**config.mk**
```make
export PLATFORM = sky130hd
export DESIGN_NAME = pin_waveform_formatter
export DESIGN_NICKNAME = d
export VERILOG_FILES = /design/src/rtl/pinfmt_pkg.sv /design/src/rtl/pinfmt_slot_timer.sv /design/src/rtl/pinfmt_pin_formatter.sv /design/src/rtl/pinfmt_pin_sampler.sv /design/src/rtl/pin_waveform_formatter.sv
export SDC_FILE = /design/constraint.sdc
export NUM_CORES = 1
export LEC_CHECK = 0
export CORE_AREA = 2 2 129 162
export CTS_BUF_LIST = sky130_fd_sc_hd__clkbuf_16
export CTS_CLUSTER_DIAMETER = 100
export DETAILED_ROUTE_END_ITERATION = 12
export DIE_AREA = 0 0 131 164
export SYNTH_ARGS = -nofsm -noshare
export SYNTH_HDL_FRONTEND = slang
export SYNTH_SLANG_ARGS = --single-unit
```
**constraint.sdc**
```tcl
create_clock -name clk_i -period 3 [get_ports clk_i]
set_clock_uncertainty 0.2 [all_clocks]
set_input_delay 0.45 -clock clk_i [delete_from_list [all_inputs] [get_ports clk_i]]
set_output_delay 0.45 -clock clk_i [all_outputs]
set_load 0.02 [all_outputs]
```
**src/rtl/pinfmt_pkg.sv**
```systemverilog
package pinfmt_pkg;
  localparam int NUM_SLOTS = 10;
  localparam int SLOT_W    = 4;
  localparam logic [SLOT_W-1:0] LAST_SLOT = SLOT_W'(NUM_SLOTS - 1);

  typedef enum logic [1:0] {
    FMT_NRZ = 2'b00,
    FMT_RZ  = 2'b01,
    FMT_RO  = 2'b10,
    FMT_RSV = 2'b11
  } fmt_e;

  typedef struct packed {
    fmt_e              fmt;
    logic [SLOT_W-1:0] delay;
    logic [SLOT_W-1:0] dur;
    logic [SLOT_W-1:0] samp;
  } timing_rec_t;

  localparam int REC_W = $bits(timing_rec_t);

  function automatic logic [SLOT_W-1:0] clamp_slot(input logic [SLOT_W-1:0] v);
    return (v > LAST_SLOT) ? LAST_SLOT : v;
  endfunction
endpackage

```
**src/rtl/pinfmt_slot_timer.sv**
```systemverilog
module pinfmt_slot_timer
  import pinfmt_pkg::*;
(
  input  logic              clk_i,
  input  logic              rst_ni,
  input  logic              slot_tick_i,
  input  logic              period_start_i,
  output logic [SLOT_W-1:0] slot_o,
  output logic              slot_new_o,
  output logic              started_o
);
  logic [SLOT_W-1:0] slot_q;
  logic              new_q, started_q;
  logic              advance;

  assign advance = slot_tick_i && started_q && (slot_q != LAST_SLOT);

  always_ff @(posedge clk_i or negedge rst_ni) begin
    if (!rst_ni) begin
      slot_q    <= '0;
      new_q     <= 1'b0;
      started_q <= 1'b0;
    end else begin
      new_q <= 1'b0;
      if (period_start_i) begin
        slot_q    <= '0;
        new_q     <= 1'b1;
        started_q <= 1'b1;
      end else if (advance) begin
        slot_q <= slot_q + 1'b1;
        new_q  <= 1'b1;
      end
    end
  end

  assign slot_o     = slot_q;
  assign slot_new_o = new_q;
  assign started_o  = started_q;

  assert_slot_range_R1: assert property (@(posedge clk_i) disable iff (!rst_ni)
    slot_q <= LAST_SLOT);
  assert_start_zero_R1: assert property (@(posedge clk_i) disable iff (!rst_ni)
    period_start_i |=> (slot_o == '0) && slot_new_o);
  assert_tick_step_R1: assert property (@(posedge clk_i) disable iff (!rst_ni)
    (slot_tick_i && !period_start_i && started_o && slot_o != LAST_SLOT)
      |=> slot_o == $past(slot_o) + 1'b1);
  assert_saturate_R1: assert property (@(posedge clk_i) disable iff (!rst_ni)
    (!period_start_i && slot_o == LAST_SLOT) |=> (slot_o == LAST_SLOT) && !slot_new_o);
endmodule

```
**src/rtl/pinfmt_pin_formatter.sv**
```systemverilog
module pinfmt_pin_formatter
  import pinfmt_pkg::*;
(
  input  logic              clk_i,
  input  logic              rst_ni,
  input  logic              period_start_i,
  input  logic [SLOT_W-1:0] slot_i,
  input  logic              started_i,
  input  logic              vec_bit_i,
  input  timing_rec_t       rec_i,
  output logic              drive_o,
  output logic [SLOT_W-1:0] samp_slot_o
);
  fmt_e              fmt_q;
  logic [SLOT_W-1:0] dly_q, dur_q, samp_q;
  logic              vec_q, held_q;
  logic [SLOT_W:0]   win_end;
  logic              in_win, past_dly;

  always_ff @(posedge clk_i or negedge rst_ni) begin
    if (!rst_ni) begin
      fmt_q  <= FMT_NRZ;
      dly_q  <= '0;
      dur_q  <= '0;
      samp_q <= '0;
      vec_q  <= 1'b0;
      held_q <= 1'b0;
    end else if (period_start_i) begin
      fmt_q  <= rec_i.fmt;
      dly_q  <= clamp_slot(rec_i.delay);
      dur_q  <= clamp_slot(rec_i.dur);
      samp_q <= clamp_slot(rec_i.samp);
      vec_q  <= vec_bit_i;
      held_q <= drive_o;  // level carried into the next NRZ prefix
    end
  end

  // window stops at the period end since slot never exceeds LAST_SLOT
  assign win_end  = {1'b0, dly_q} + {1'b0, dur_q};
  assign past_dly = (slot_i >= dly_q);
  assign in_win   = past_dly && ({1'b0, slot_i} < win_end);

  always_comb begin
    if (!started_i) begin
      drive_o = 1'b0;
    end else begin
      unique case (fmt_q)
        FMT_RZ:  drive_o = in_win ? vec_q : 1'b0;
        FMT_RO:  drive_o = in_win ? vec_q : 1'b1;
        default: drive_o = past_dly ? vec_q : held_q;
      endcase
    end
  end

  assign samp_slot_o = samp_q;

  assert_rec_latch_R2: assert property (@(posedge clk_i) disable iff (!rst_ni)
    period_start_i |=> (fmt_q == $past(rec_i.fmt)) && (vec_q == $past(vec_bit_i)));
  assert_rz_idle_low_R4: assert property (@(posedge clk_i) disable iff (!rst_ni)
    (started_i && fmt_q == FMT_RZ && slot_i < dly_q) |-> !drive_o);
  assert_ro_idle_high_R5: assert property (@(posedge clk_i) disable iff (!rst_ni)
    (started_i && fmt_q == FMT_RO && slot_i < dly_q) |-> drive_o);
  assert_no_drive_before_start_R9: assert property (@(posedge clk_i) disable iff (!rst_ni)
    !started_i |-> !drive_o);
endmodule

```
**src/rtl/pinfmt_pin_sampler.sv**
```systemverilog
module pinfmt_pin_sampler
  import pinfmt_pkg::*;
(
  input  logic              clk_i,
  input  logic              rst_ni,
  input  logic [SLOT_W-1:0] slot_i,
  input  logic              slot_new_i,
  input  logic [SLOT_W-1:0] samp_slot_i,
  input  logic              pin_resp_i,
  output logic              sample_o,
  output logic              valid_o
);
  logic hit;

  assign hit = slot_new_i && (slot_i == samp_slot_i);

  always_ff @(posedge clk_i or negedge rst_ni) begin
    if (!rst_ni) begin
      sample_o <= 1'b0;
      valid_o  <= 1'b0;
    end else begin
      valid_o <= hit;
      if (hit) sample_o <= pin_resp_i;
    end
  end

  assert_capture_R8: assert property (@(posedge clk_i) disable iff (!rst_ni)
    hit |=> valid_o && (sample_o == $past(pin_resp_i)));
  assert_no_spurious_valid_R8: assert property (@(posedge clk_i) disable iff (!rst_ni)
    !slot_new_i |=> !valid_o);
endmodule

```
**src/rtl/pin_waveform_formatter.sv**
```systemverilog
module pin_waveform_formatter
  import pinfmt_pkg::*;
#(
  parameter int NUM_PINS = 4
) (
  input  logic                           clk_i,
  input  logic                           rst_ni,
  input  logic                           slot_tick_i,
  input  logic                           period_start_i,
  input  logic [NUM_PINS-1:0]            vec_bit_i,
  input  logic [NUM_PINS-1:0][REC_W-1:0] timing_i,
  input  logic [NUM_PINS-1:0]            pin_resp_i,
  output logic [NUM_PINS-1:0]            drive_o,
  output logic [NUM_PINS-1:0]            sample_o,
  output logic [NUM_PINS-1:0]            sample_valid_o
);
  logic [SLOT_W-1:0] slot;
  logic              slot_new, started;

  pinfmt_slot_timer u_timer (
    .clk_i          (clk_i),
    .rst_ni         (rst_ni),
    .slot_tick_i    (slot_tick_i),
    .period_start_i (period_start_i),
    .slot_o         (slot),
    .slot_new_o     (slot_new),
    .started_o      (started)
  );

  for (genvar g = 0; g < NUM_PINS; g++) begin : g_pin
    logic [SLOT_W-1:0] samp_slot;

    pinfmt_pin_formatter u_fmt (
      .clk_i          (clk_i),
      .rst_ni         (rst_ni),
      .period_start_i (period_start_i),
      .slot_i         (slot),
      .started_i      (started),
      .vec_bit_i      (vec_bit_i[g]),
      .rec_i          (timing_rec_t'(timing_i[g])),
      .drive_o        (drive_o[g]),
      .samp_slot_o    (samp_slot)
    );

    pinfmt_pin_sampler u_smp (
      .clk_i       (clk_i),
      .rst_ni      (rst_ni),
      .slot_i      (slot),
      .slot_new_i  (slot_new),
      .samp_slot_i (samp_slot),
      .pin_resp_i  (pin_resp_i[g]),
      .sample_o    (sample_o[g]),
      .valid_o     (sample_valid_o[g])
    );
  end

  assert_drive_stable_R10: assert property (@(posedge clk_i) disable iff (!rst_ni)
    (!period_start_i && !slot_tick_i) |=> $stable(drive_o));
endmodule

```
=== Word level (Yosys, flattened, before mapping) ===
Cells that the tools add are included.

* Output and inout port bits: 12
* Register bits: 78
* Word-level logic and storage cells: 120
* Bits of input ports: 68

* Magnitude comparators: 20
* Reductions and logical operators: 11
* Equal/unequal tests: 13
* Muxes and demuxes: 36
* Add/subtract/negate cells: 5

{| class="wikitable"
|+ Operator list
! kind !! number
|-
| 4-bit 2-to-1 mux || 14
|-
| 4-bit > comparator (second input constant) || 12
|-
| 4-bit by 4-bit adder with 5-bit output || 4
|-
| 4-bit by 5-bit < comparator with 1-bit output || 4
|-
| 1-bit 2-to-1 mux || 18
|-
| 4-bit == test || 4
|-
| 4-bit greater-or-equal comparator || 4
|-
| 1-bit logical AND || 10
|-
| 2-bit by 1-bit == test with 1-bit output (second input constant) || 4
|-
| 2-bit == test (second input constant) || 4
|-
| 1-bit case mux with 2 select lines || 4
|-
| 4-bit by 1-bit adder with 4-bit output (second input constant) || 1
|-
| 4-bit inequality test (second input constant) || 1
|-
| 2-bit nonzero test || 1
|}

=== Depth between registers and ports, before layout ===
* Depth after elaboration: 6
* Depth in mapped cells: 12
* Depth with buffers taken out: 11

=== Modules after synthesis ===
A second synthesis with hierarchy kept.

* Cell total of the unflattened synthesis: 484
* Area total of the unflattened synthesis: 4,899.7 um^2

{| class="wikitable"
|+ By module, submodules not included
! module !! area each (um^2) !! seq. area each (um^2) !! instances !! cells an instance
|-
| pinfmt_pin_formatter || 1,024.7 || 400.4 || 4 || 102
|-
| pinfmt_pin_sampler || 127.6 || 50.0 || 4 || 12
|-
| pinfmt_slot_timer || 290.3 || 150.1 || 1 || 28
|}

=== Worst setup path after synthesis ===
No wires, ideal clock.

* Path type: reg-to-output
* Start: reg g_pin[0].u_fmt.dly_q[0]
* End: out drive_o[0]
* Arrival: 2,549 ps
* Path buffers: 1
* Data required time: 2,350 ps
* Cell stages (with the launch flop): 11
* Slack: -199 ps
* Path through: dfrtp_1 ha_1 fa_1 xnor2_1 ha_1 a211o_1 o221ai_2 a31oi_1 a311oi_1 o21a_1 buf_4

* Longest elaborated chain between the ends: 6
* Elaborated cells between the ends (all ways): 9
* Those cells by class: add/sub: 1; order compare: 2; mux: 5; reduce/logical: 1

{| class="wikitable"
|+ RTL lines
! what !! RTL line !! source
|-
| start, declared || pinfmt_pin_formatter.sv:15 || <nowiki>logic [SLOT_W-1:0] dly_q, dur_q, samp_q;</nowiki>
|-
| start signal, assigned || pinfmt_pin_formatter.sv:30 || <nowiki>dly_q <= clamp_slot(rec_i.delay);</nowiki>
|-
| 4-bit by 4-bit adder with 5-bit output || pinfmt_pin_formatter.sv:39 || <nowiki>assign win_end = {1'b0, dly_q} + {1'b0, dur_q};</nowiki>
|-
| 4-bit by 5-bit < comparator with 1-bit output || pinfmt_pin_formatter.sv:41 || <nowiki>assign in_win = past_dly && ({1'b0, slot_i} < win_end);</nowiki>
|-
| 1-bit logical AND || pinfmt_pin_formatter.sv:41 ||
|-
| 1-bit 2-to-1 mux, on equally long branches || pinfmt_pin_formatter.sv:49, pinfmt_pin_formatter.sv:48 ||
|-
| 1-bit case mux with 2 select lines (*) || pinfmt_pin_formatter.sv:47 || <nowiki>unique case (fmt_q)</nowiki>
|-
| 1-bit 2-to-1 mux (*) || pinfmt_pin_formatter.sv:44 || <nowiki>if (!started_i) begin</nowiki>
|-
| end, declared || pin_waveform_formatter.sv:13 || <nowiki>output logic [NUM_PINS-1:0] drive_o,</nowiki>
|}

Mark *: on every way between the ends. The rest lies on a longest branch, timed or not.

=== Worst setup path in the final report ===
* Start: reg g_pin[2].u_fmt.dly_q[0]
* End: out drive_o[2]

* Longest elaborated chain between the ends: 6
* Elaborated cells between the ends (all ways): 9
* Those cells by class: add/sub: 1; order compare: 2; mux: 5; reduce/logical: 1

{| class="wikitable"
|+ RTL lines
! what !! RTL line
|-
| start, declared || pinfmt_pin_formatter.sv:15
|-
| start signal, assigned || pinfmt_pin_formatter.sv:30
|-
| 4-bit by 4-bit adder with 5-bit output || pinfmt_pin_formatter.sv:39
|-
| 4-bit by 5-bit < comparator with 1-bit output || pinfmt_pin_formatter.sv:41
|-
| 1-bit logical AND || pinfmt_pin_formatter.sv:41
|-
| 1-bit 2-to-1 mux, on equally long branches || pinfmt_pin_formatter.sv:49, pinfmt_pin_formatter.sv:48
|-
| 1-bit case mux with 2 select lines (*) || pinfmt_pin_formatter.sv:47
|-
| 1-bit 2-to-1 mux (*) || pinfmt_pin_formatter.sv:44
|}

Marked as above.

==> run_summary.xml <==
<?xml version="1.0" encoding="UTF-8"?>
<metrics>
  <group name="critical_path">
    <metric name="crit_type" unit="">flip-flop to output port</metric>
    <metric name="setup.reg_to_reg.worst_slack" unit="ns">0.13</metric>
    <metric name="timing.critical_path.required" unit="ns">2.35</metric>
    <metric name="crit-reg2reg-launch" unit="">g_pin[1].u_fmt.dur_q[0]</metric>
    <metric name="worst_r2r_path_depth" unit="">10</metric>
    <metric name="maximum_fanout_along_the_worst_path" unit="">2</metric>
    <metric name="timing.critical_path.to_type" unit="">output port</metric>
    <metric name="rr_endpoint" unit="">g_pin[1].u_fmt.held_q</metric>
    <metric name="worst_ep_arrival" unit="ns">2.96</metric>
    <metric name="startpoint_type" unit="">flip-flop</metric>
  </group>
  <group name="timing">
    <metric name="period_share" unit="%">120.5</metric>
    <metric name="fmaxAchievable" unit="MHz">276.7</metric>
    <metric name="slew_violations" unit="">0</metric>
    <metric name="final_hold_viol_count" unit="">0</metric>
    <metric name="timing.hold.ws" unit="ns">0.3044</metric>
    <metric name="final-setup-viol-count" unit="">4</metric>
    <metric name="fin_ws" unit="ns">-0.6145</metric>
    <metric name="crit_path_time_final" unit="ns">3.615</metric>
    <metric name="grt_setup_unrepaired" unit="">true</metric>
    <metric name="worst_slew_pin_slew" unit="ns">0.5132</metric>
    <metric name="worst_slew_margin_rel" unit="%">65.63</metric>
  </group>
  <group name="layout">
    <metric name="utilization" unit="%">33.25</metric>
    <metric name="antenna-diode-count" unit="">0</metric>
    <metric name="final_layout_size_suffix_gt1_share" unit="%">19.16</metric>
    <metric name="syn2layout_area_growth" unit="%">35.28</metric>
    <metric name="multiInputGateArea" unit="mm2">0.002620</metric>
    <metric name="post_layout_nonfiller_instances" unit="">865</metric>
    <metric name="fin_area" unit="mm2">0.006635</metric>
    <metric name="fillers" unit="">2088</metric>
    <metric name="finish.net_count" unit="">716</metric>
    <metric name="sequential_cell_area" unit="mm2">0.001952</metric>
  </group>
  <group name="global_routing">
    <metric name="grt_pass1_wl" unit="um">18510</metric>
    <metric name="grt_util_all_layers" unit="%">11.22</metric>
    <metric name="global_route_met2_usage" unit="%">19.10</metric>
    <metric name="grt_use_met3" unit="%">2.606</metric>
    <metric name="grt_remaining_overflow" unit="">0</metric>
    <metric name="gr-max-usage-layer" unit="">met2</metric>
    <metric name="largest_net_degree_at_the_start_of_global_routing" unit="">45</metric>
    <metric name="number_of_antenna_violations_at_the_first_check_in_global_routing" unit="">0</metric>
    <metric name="met1_usage" unit="%">14.03</metric>
    <metric name="first_global_vias" unit="">3705</metric>
  </group>
  <group name="synthesis">
    <metric name="post_synth_edffs" unit="">0</metric>
    <metric name="syn_avg_cell_area" unit="um2">10.03</metric>
    <metric name="yosys_warnings" unit="">0</metric>
    <metric name="ys_dominant_reg_cell" unit="">sky130_fd_sc_hd__dfrtp_1</metric>
    <metric name="syn_area" unit="mm2">0.004905</metric>
    <metric name="yosysSeqAreaShare" unit="%">39.80</metric>
    <metric name="synth.lib_cells_used.distinct" unit="">34</metric>
    <metric name="postSynthNetCount" unit="">615</metric>
    <metric name="ys_async_sr_fraction" unit="%">100.0</metric>
    <metric name="netlist_instances" unit="">489</metric>
    <metric name="ys_seq_elements" unit="">78</metric>
  </group>
  <group name="drt">
    <metric name="vias_per_cell" unit="">4.269</metric>
    <metric name="route.vias.total" unit="">3693</metric>
    <metric name="dr.first_iter.drc_count" unit="">151</metric>
    <metric name="routed_wire_per_std_cell" unit="um">13.00</metric>
    <metric name="drc" unit="">0</metric>
    <metric name="detail_route.first_pass.iterations" unit="">4</metric>
    <metric name="ant_nets" unit="">0</metric>
    <metric name="route.final.wire_length" unit="um">11240</metric>
  </group>
  <group name="worst_hold_path">
    <metric name="hold_class" unit="">flip-flop to flip-flop</metric>
    <metric name="min_from" unit="">g_pin[2].u_smp.sample_o</metric>
    <metric name="hold-path-cell-count" unit="">1</metric>
    <metric name="worstHoldEndpoint" unit="">g_pin[2].u_smp.sample_o</metric>
  </group>
  <group name="placed_design">
    <metric name="port_buffers" unit="">79</metric>
    <metric name="pre_cts_ws" unit="ns">-0.7222</metric>
    <metric name="dpl_cell_area" unit="mm2">0.006166</metric>
    <metric name="dp_hpwl" unit="um">8472</metric>
    <metric name="dp_cells" unit="">840</metric>
    <metric name="gpl_wtd_cong" unit="">0.7502</metric>
  </group>
  <group name="floorplan">
    <metric name="fp.dieW" unit="um">131</metric>
    <metric name="vertical_die_dimension" unit="um">164</metric>
    <metric name="core_area" unit="mm2">0.01996</metric>
    <metric name="number_of_placement_rows" unit="">58</metric>
    <metric name="initial_core_util" unit="%">24.58</metric>
    <metric name="dieArea" unit="mm2">0.02148</metric>
    <metric name="pin_count" unit="">80</metric>
  </group>
  <group name="cts">
    <metric name="clk_transition_reported_paths" unit="ns">0.06</metric>
    <metric name="total_cts_buffers" unit="">9</metric>
    <metric name="cts-root-buf" unit="">sky130_fd_sc_hd__clkbuf_16</metric>
    <metric name="max-clock-path-buffers" unit="">2</metric>
    <metric name="cts_sinks" unit="">78</metric>
    <metric name="htree_num_levels" unit="">3</metric>
    <metric name="cts_tree" unit="">yes</metric>
    <metric name="clock_latency" unit="ns">0.34</metric>
  </group>
  <group name="power_and_ir_drop">
    <metric name="powerDensity" unit="mW/mm2">524.6</metric>
    <metric name="vdd_drop_max" unit="mV">0.3177</metric>
    <metric name="cellLeakagePower" unit="uW">0.002993</metric>
  </group>
  <group name="flow_run">
    <metric name="cap_violations" unit="">0</metric>
  </group>
  <group name="outcome">
    <metric name="failing_checks" unit="">setup timing</metric>
    <metric name="result_of_the_run" unit="">finished, violations left</metric>
  </group>
</metrics>
## cells by family (layout without fill, tap and decap cells)
kind of cell / after synthesis / in the layout / synth area share (%)
mux: 20 / 20 / 4.490
flops: 78 / 78 / 39.80
buf+inv: 98 / 204 / 8.724
fa+ha+maj: 58 / 58 / 15.41
simple gates: 90 / 90 / 9.949
xor+xnor: 27 / 27 / 4.821
compound gates: 118 / 118 / 16.81
## worst max path at each step
stage | from | endpoint | slack, ns
final | g_pin[2].u_fmt.dly_q[0] | drive_o[2] | -0.61
after global routing | g_pin[2].u_fmt.dly_q[0] | drive_o[2] | -0.78
after CTS | g_pin[2].u_fmt.dly_q[0] | drive_o[2] | -0.66
after detailed placement | g_pin[2].u_fmt.dly_q[0] | drive_o[2] | -0.72
after global placement | g_pin[2].u_fmt.dur_q[0] | drive_o[2] | -0.74
after floorplan | g_pin[0].u_fmt.dly_q[0] | drive_o[0] | -0.04
## critical path: stages, from the launching register on
cell	delay [ns]
sky130_fd_sc_hd__dfrtp_1	0.40
sky130_fd_sc_hd__ha_2	0.19
sky130_fd_sc_hd__fa_2	0.36
sky130_fd_sc_hd__xnor2_2	0.15
sky130_fd_sc_hd__ha_1	0.28
sky130_fd_sc_hd__a211o_1	0.28
sky130_fd_sc_hd__o221ai_2	0.23
sky130_fd_sc_hd__a31oi_2	0.14
sky130_fd_sc_hd__a311oi_4	0.25
sky130_fd_sc_hd__o21a_1	0.19
sky130_fd_sc_hd__buf_4	0.15
## where the power goes
part	internal (uW)	leakage, uW	switching (uW)	total [uW]
registers	1170	0.000947	69.9	1240
clock network	732	0.000154	461	1190
logic	563	0.00189	484	1050
total	2470	0.00299	1020	3480
## flip-flops by register name, indices dropped and copies added, names as in the netlist
signal                   flops
g_pin.u_fmt.dur_q           16
g_pin.u_fmt.samp_slot_o     16
u_timer.slot_o               4
g_pin.u_smp.valid_o          4
g_pin.u_fmt.held_q           4
u_timer.started_o            1
g_pin.u_fmt.fmt_q            8
g_pin.u_smp.sample_o         4
g_pin.u_fmt.dly_q           16
g_pin.u_fmt.vec_q            4
u_timer.slot_new_o           1
## timing repair
item	in CTS	in global routing
resized for setup	26	8
hold buffers	1	0
endpoints found under the hold margin	35	0
endpoints found under the setup margin	4	6
buffers inserted	9	6
pin swaps	11	14
## synth_stat cells (12+ instances only)
| library cell | instances | area (um2) |
|---|---|---|
| sky130_fd_sc_hd__a31oi_1 | 17 | 106.4 |
| sky130_fd_sc_hd__nand3b_1 | 22 | 165.2 |
| sky130_fd_sc_hd__dfrtp_1 | 78 | 1952 |
| sky130_fd_sc_hd__ha_1 | 54 | 675.7 |
| sky130_fd_sc_hd__xor2_1 | 13 | 113.9 |
| sky130_fd_sc_hd__mux2_2 | 16 | 180.2 |
| sky130_fd_sc_hd__buf_4 | 13 | 97.59 |
| sky130_fd_sc_hd__inv_1 | 67 | 251.5 |
| sky130_fd_sc_hd__xnor2_1 | 14 | 122.6 |
| sky130_fd_sc_hd__nor2_1 | 25 | 93.84 |
| sky130_fd_sc_hd__a21oi_1 | 12 | 60.06 |
| sky130_fd_sc_hd__nand2_1 | 28 | 105.1 |
| sky130_fd_sc_hd__o21ai_0 | 56 | 280.3 |
## layer usage
metal  share of wire [%]  wire (um)
met4                 1.4        155
met1                  44       4995
met3                 3.5        399
met2                  51       5690
met5                   0          0
## area by class of cell
type                       instances  share of cell area, %
inverter                          68                  3.847
multi-input combinational        313                  39.49
sequential                        78                  29.42
clock inverter                     7                  1.471
clock buffer                       9                  3.394
timing repair buffer             120                  17.29
tap                              270                  5.091
## layout by cell type (no fill, tap or decap), drive strengths merged, types with 9 or more instances in the layout
| master | netlist | routed |
|---|---|---|
| buf | 19 | 46 |
| dfrtp | 78 | 78 |
| xnor2 | 14 | 14 |
| clkdlybuf4s50 | 0 | 73 |
| nand3b | 22 | 22 |
| nand2 | 28 | 28 |
| a31oi | 17 | 17 |
| clkbuf | 11 | 9 |
| ha | 54 | 54 |
| mux2 | 16 | 16 |
| xor2 | 13 | 13 |
| a21oi | 16 | 16 |
| inv | 68 | 69 |
| nor2 | 25 | 25 |
| o21ai | 56 | 56 |
## metrics by stage
step	setup TNS (ns)	power [uW]
after global routing	-2.864	3724
after detailed placement	-2.645	2260
after global placement	-2.582	2243
after floorplan	-0.07566	1943
final	-2.156	3481
after CTS	-2.657	3525
(Power assumes the default switching activity.)
